$ cat config.mk
export PLATFORM = sky130hd
export DESIGN_NAME = decade_result_counter
export DESIGN_NICKNAME = d
export VERILOG_FILES = /design/src/rtl/decade_result_counter.sv
export SDC_FILE = /design/constraint.sdc
export NUM_CORES = 1
export LEC_CHECK = 0
export BUFFER_PORTS_ARGS = -buffer_cell sky130_fd_sc_hd__buf_2
export CORE_MARGIN = 2
export CORE_UTILIZATION = 60
export CTS_CLUSTER_DIAMETER = 50
export DETAILED_ROUTE_END_ITERATION = 8
export PLACE_DENSITY = 0.79
export SKIP_CTS_REPAIR_TIMING = 1
export SLEW_MARGIN = 20
export SYNTH_ARGS = -nofsm -noshare
export SYNTH_HDL_FRONTEND = slang
export SYNTH_SLANG_ARGS = --single-unit
$ cat constraint.sdc
create_clock -name clk -period 22.6 [get_ports clk]
set_input_delay 3.39 -clock clk [delete_from_list [all_inputs] [get_ports clk]]
set_output_delay 3.39 -clock clk [all_outputs]
set_load 0.03 [all_outputs]
$ cat src/rtl/decade_result_counter.sv
module decade_result_counter #(
  parameter int DECADES      = 6,
  parameter int LATCH_CYCLES = 100,
  localparam int W  = 4 * DECADES,
  localparam int SW = W - 4,
  localparam int WS = (DECADES > 1) ? $clog2(DECADES) : 1,
  localparam int LW = $clog2(LATCH_CYCLES + 1)
) (
  input  logic          clk,
  input  logic          rst_n,
  input  logic          cnt_en,
  input  logic          cnt_down,
  input  logic [WS-1:0] wsel,
  input  logic          conv_end,
  input  logic [1:0]    lh_mode,
  output logic [SW-1:0] rd_mag,
  output logic          rd_neg,
  output logic          over_rng,
  output logic          under_rng,
  output logic          latch_n
);

  localparam logic [W-1:0] NINES = {DECADES{4'h9}};

  function automatic logic [W:0] bcd_add(input logic [W-1:0] a, input logic [W-1:0] b);
    logic [W-1:0] r;
    logic c;
    logic [4:0] s;
    r = '0;
    c = 1'b0;
    for (int i = 0; i < DECADES; i++) begin
      s = {1'b0, a[4*i+:4]} + {1'b0, b[4*i+:4]} + {4'd0, c};
      c = (s >= 5'd10);
      r[4*i+:4] = c ? 4'(s - 5'd10) : s[3:0];
    end
    return {c, r};
  endfunction

  function automatic logic [W:0] bcd_sub(input logic [W-1:0] a, input logic [W-1:0] b);
    logic [W-1:0] r;
    logic c;
    logic [4:0] s;
    r = '0;
    c = 1'b0;
    for (int i = 0; i < DECADES; i++) begin
      s = {1'b0, a[4*i+:4]} - {1'b0, b[4*i+:4]} - {4'd0, c};
      c = s[4];
      r[4*i+:4] = c ? 4'(s + 5'd10) : s[3:0];
    end
    return {c, r};
  endfunction

  logic [W-1:0]  cnt_q, wvec, nxt_mag;
  logic          neg_q, nxt_neg;
  logic [W:0]    sum_w, dif_w, rev_w;
  logic [SW-1:0] disp_q;
  logic          dneg_q, or_q, ur_q;
  logic [LW-1:0] lcnt_q;

  always_comb begin
    wvec = '0;
    for (int i = 0; i < DECADES; i++)
      if (wsel == WS'(i)) wvec[4*i+:4] = 4'd1;
  end

  assign sum_w = bcd_add(cnt_q, wvec);
  assign dif_w = bcd_sub(cnt_q, wvec);
  assign rev_w = bcd_sub(wvec, cnt_q);

  always_comb begin
    if (cnt_down == neg_q) begin
      nxt_mag = sum_w[W] ? NINES : sum_w[W-1:0];
      nxt_neg = neg_q;
    end else if (dif_w[W] && !rev_w[W]) begin
      nxt_mag = rev_w[W-1:0];
      nxt_neg = !neg_q;
    end else begin
      nxt_mag = dif_w[W-1:0];
      nxt_neg = neg_q;
    end
    if (nxt_mag == '0) nxt_neg = 1'b0;
  end

  wire hold_m   = (lh_mode == 2'b01);
  wire transp_m = (lh_mode == 2'b10);
  wire over_c   = (cnt_q[W-1 -: 4] >= 4'd2);
  wire under_c  = (cnt_q[W-1 -: 8] == 8'd0);

  always_ff @(posedge clk) begin
    if (!rst_n) begin
      cnt_q <= '0;
      neg_q <= 1'b0;
    end else if (conv_end) begin
      cnt_q <= '0;
      neg_q <= 1'b0;
    end else if (cnt_en) begin
      cnt_q <= nxt_mag;
      neg_q <= nxt_neg;
    end
  end

  always_ff @(posedge clk) begin
    if (!rst_n) begin
      disp_q <= '0;
      dneg_q <= 1'b0;
      or_q   <= 1'b0;
      ur_q   <= 1'b0;
    end else if (conv_end && !hold_m) begin
      disp_q <= cnt_q[W-1:4];
      dneg_q <= neg_q;
      or_q   <= over_c;
      ur_q   <= under_c;
    end
  end

  always_ff @(posedge clk) begin
    if (!rst_n)             lcnt_q <= '0;
    else if (conv_end)      lcnt_q <= LW'(LATCH_CYCLES);
    else if (lcnt_q != '0)  lcnt_q <= lcnt_q - 1'b1;
  end

  assign latch_n   = (lcnt_q == '0);
  assign rd_mag    = transp_m ? cnt_q[W-1:4] : disp_q;
  assign rd_neg    = transp_m ? neg_q : dneg_q;
  assign over_rng  = or_q;
  assign under_rng = ur_q;

endmodule

==> flow_metrics.env <==
export IMPL_synth_avg_cell_area_sq_um=8.24
export IMPL_rr_startpoint="cnt_q[0]$_SDFFE_PP0P_"
export IMPL_final_layout_size_suffix_gt1_frac=0.113
export IMPL_path_class="input port to flip-flop"
export IMPL_cts_path_max_buffers=2
export IMPL_initial_antenna_violation_count=0
export IMPL_end_kind="flip-flop"
export IMPL_asyncSetResetFlopFracSynth=0
export IMPL_track_usage=0.291
export IMPL_core_area_sq_mm=0.00964
export IMPL_dpl_hpwl_mm=11.4
export IMPL_maxSlewViolCount=0
export IMPL_power_per_cell_area_mw_per_mm2=63.8
export IMPL_tightest_slew_ns=1.11
export IMPL_period_needed_ns=14.15
export IMPL_critPathMostFrequentCell="ha_1"
export IMPL_post_layout_net_count=826
export IMPL_synth_cell_type_count=68
export IMPL_place_congestion=0.915
export IMPL_dieWidth_um=103
export IMPL_clock_tree_htree_level_count=2
export IMPL_grt_start_max_net_pins=30
export IMPL_synth_nets=810
export IMPL_netlist_instances=711
export IMPL_grt_ovfl_total=0
export IMPL_timing_rr_end="neg_q$_SDFFE_PP0P_"
export IMPL_first_global_vias=5030
export IMPL_grt_setup_unrepaired="no"
export IMPL_routed_wire_length_per_instance_um=17.3
export IMPL_run_status="finished clean"
export IMPL_number_of_flops_mapped_to_enable_cells_by_yosys=0
export IMPL_critical_path_slowest_cell="a21oi_1"
export IMPL_synthesis_area_sq_mm=0.00586
export IMPL_setup_violations=0
export IMPL_rr_worst_depth=43
export IMPL_rows=36
export IMPL_cap_viol_max_count=0
export IMPL_worstHoldEndpoint="disp_q[19]$_SDFFE_PN0P_"
export IMPL_drc=0
export IMPL_dr_first_iter_drc_count=453
export IMPL_dieHeight_um=103
export IMPL_cp_start_kind="input port"
export IMPL_worst_hold_path_num_cells=2
export IMPL_fmax_ghz=0.0707
export IMPL_setup_worst_path_start="wsel[1]"
export IMPL_antenna_cells_inserted=0
export IMPL_antenna_left=0
export IMPL_fp_dieArea_sq_mm=0.0106
export IMPL_p_leak_nw=2.70
export IMPL_post_place_cells=853
export IMPL_synth_yosys_seq_area_share=0.188
export IMPL_detailedRoute_firstPassIterationCount=5
export IMPL_max_vdd_ir_drop_v=0.0000430
export IMPL_required_ns=22.80
export IMPL_timing_critical_path_slowest_cell_delay_ns=0.77
export IMPL_reg2reg_slack_ns=11.66
export IMPL_initial_utilization=0.608
export IMPL_cts_buffers=5
export IMPL_avgViaCountPerCell=6.16
export IMPL_finalWirelength_mm=14.9
export IMPL_synthFlopType="dfxtp_1"
export IMPL_critical_path_max_fanout=12
export IMPL_most_used_cells_in_the_layout_excluding_fill_and_tap_cells="nand2_1, ha_1, inv_1"
export IMPL_totalNegativeSetupSlack_ns=0
export IMPL_stdcell_count=861
export IMPL_io_buffers=33
export IMPL_worst_hold_startpoint="disp_q[19]$_SDFFE_PN0P_"
export IMPL_final_period_utilization=0.626
export IMPL_num_io_pins=34
export IMPL_syn2layout_area_growth_pct=5.79
export IMPL_yosys_register_bits=55
export IMPL_final_hold_viol_count=0
export IMPL_design_power_total_mw=0.396
export IMPL_slew_limit_headroom=0.259
export IMPL_clkSlewWorstSetupHoldPaths_ns=0.10
export IMPL_clock_root_buffer="clkbuf_8"
export IMPL_finalClockSkew_ns=0.00752
export IMPL_clock_sinks=55
export IMPL_clk_latency_ns=0.32
export IMPL_synth_yosys_warnings=0
export IMPL_grt_first_pass_wirelength_mm=24.4
export IMPL_worstPathArrival_ns=14.35
export IMPL_min_path_type="flip-flop to flip-flop"
export IMPL_tritoncts="built"
export IMPL_num_vias=5300
report_power, final:
| group | switching [mW] | internal [mW] |
|---|---|---|
| Combinational | 0.133 | 0.0945 |
| Sequential | 0.00879 | 0.102 |
| Clock | 0.0350 | 0.0217 |
Yosys cell counts, drive strengths merged, types with 9 or more instances:
| master | instances | area share |
|---|---|---|
| a211oi | 23 | 0.032 |
| a21boi | 22 | 0.028 |
| a21oi | 31 | 0.026 |
| buf | 12 | 0.012 |
| clkbuf | 20 | 0.013 |
| dfxtp | 55 | 0.19 |
| fa | 15 | 0.051 |
| ha | 74 | 0.16 |
| inv | 64 | 0.041 |
| mux2 | 24 | 0.046 |
| mux2i | 14 | 0.024 |
| nand2 | 74 | 0.047 |
| nand2b | 12 | 0.013 |
| nand3 | 15 | 0.013 |
| nand3b | 9 | 0.012 |
| nor2 | 38 | 0.024 |
| nor2b | 11 | 0.012 |
| nor3 | 14 | 0.012 |
| o211ai | 11 | 0.014 |
| o21ai | 30 | 0.026 |
| xnor2 | 42 | 0.064 |
| xor2 | 17 | 0.025 |
cells by family after synthesis:
family | after synthesis | synth area share
AO/OA/AOI/OAI | 163 | 0.191
XOR/XNOR | 61 | 0.0972
adder cells (fa/ha/maj) | 89 | 0.209
buffers and inverters | 96 | 0.0656
flip-flops | 55 | 0.188
multiplexers | 38 | 0.0700
AND/OR/NAND/NOR | 209 | 0.179
flip-flops by register name, summed over array words and instances (netlist names):
signal     count
dneg_q         1
lcnt_q         7
neg_q          1
disp_q        20
over_rng       1
cnt_q         24
under_rng      1
critical path, delay by kind of cell:
kind / cells / cell delay (ns)
AOI/OAI and AO/OA: 13 / 2.52
buffers and inverters: 3 / 0.30
xor gates and xnor gates: 5 / 1.04
adders and majority gates: 17 / 5.30
and+or+nand+nor: 7 / 1.79
routing by layer:
layer	track usage	up-vias	routed length, um
met5	0	-	0
met4	0.0901	0	484
met3	0.0380	56	1010
met2	0.512	206	7280
met1	0.373	2515	6150
li1	-	2523	-
through the flow:
stage | utilization | hold slack [ns] | setup WS, ns | cell area [sq um]
3_5_place_dp | 0.634 | 0.456 | 8.39 | 6110
2_1_floorplan | - | 0.441 | 9.97 | 5860
4_1_cts | 0.643 | 0.471 | 8.69 | 6200
5_1_grt | 0.643 | 0.497 | 7.59 | 6200
3_3_place_gp | 0.634 | 0.447 | 9.15 | 6110
6_report | 0.643 | 0.467 | 8.45 | 6200
final cells by class:
type	instances	area (sq um)
Multi-Input combinational cell	560	4380
Tap cell	133	166
Timing Repair Buffer	41	225
Sequential cell	55	1100
Clock buffer	5	68.8
Fill cell	850	3440
Clock inverter	3	20.0
Inverter	64	240
worst max-delay path by stage:
stage                              end  slack [ns]
finish              neg_q$_SDFFE_PP0P_        8.45
global route        neg_q$_SDFFE_PP0P_        7.59
CTS                 neg_q$_SDFFE_PP0P_        8.69
detailed placement  neg_q$_SDFFE_PP0P_        8.39
global placement    neg_q$_SDFFE_PP0P_        9.15
floorplan           neg_q$_SDFFE_PP0P_        9.97
No activity file was read; power rests on OpenSTA's default activity.
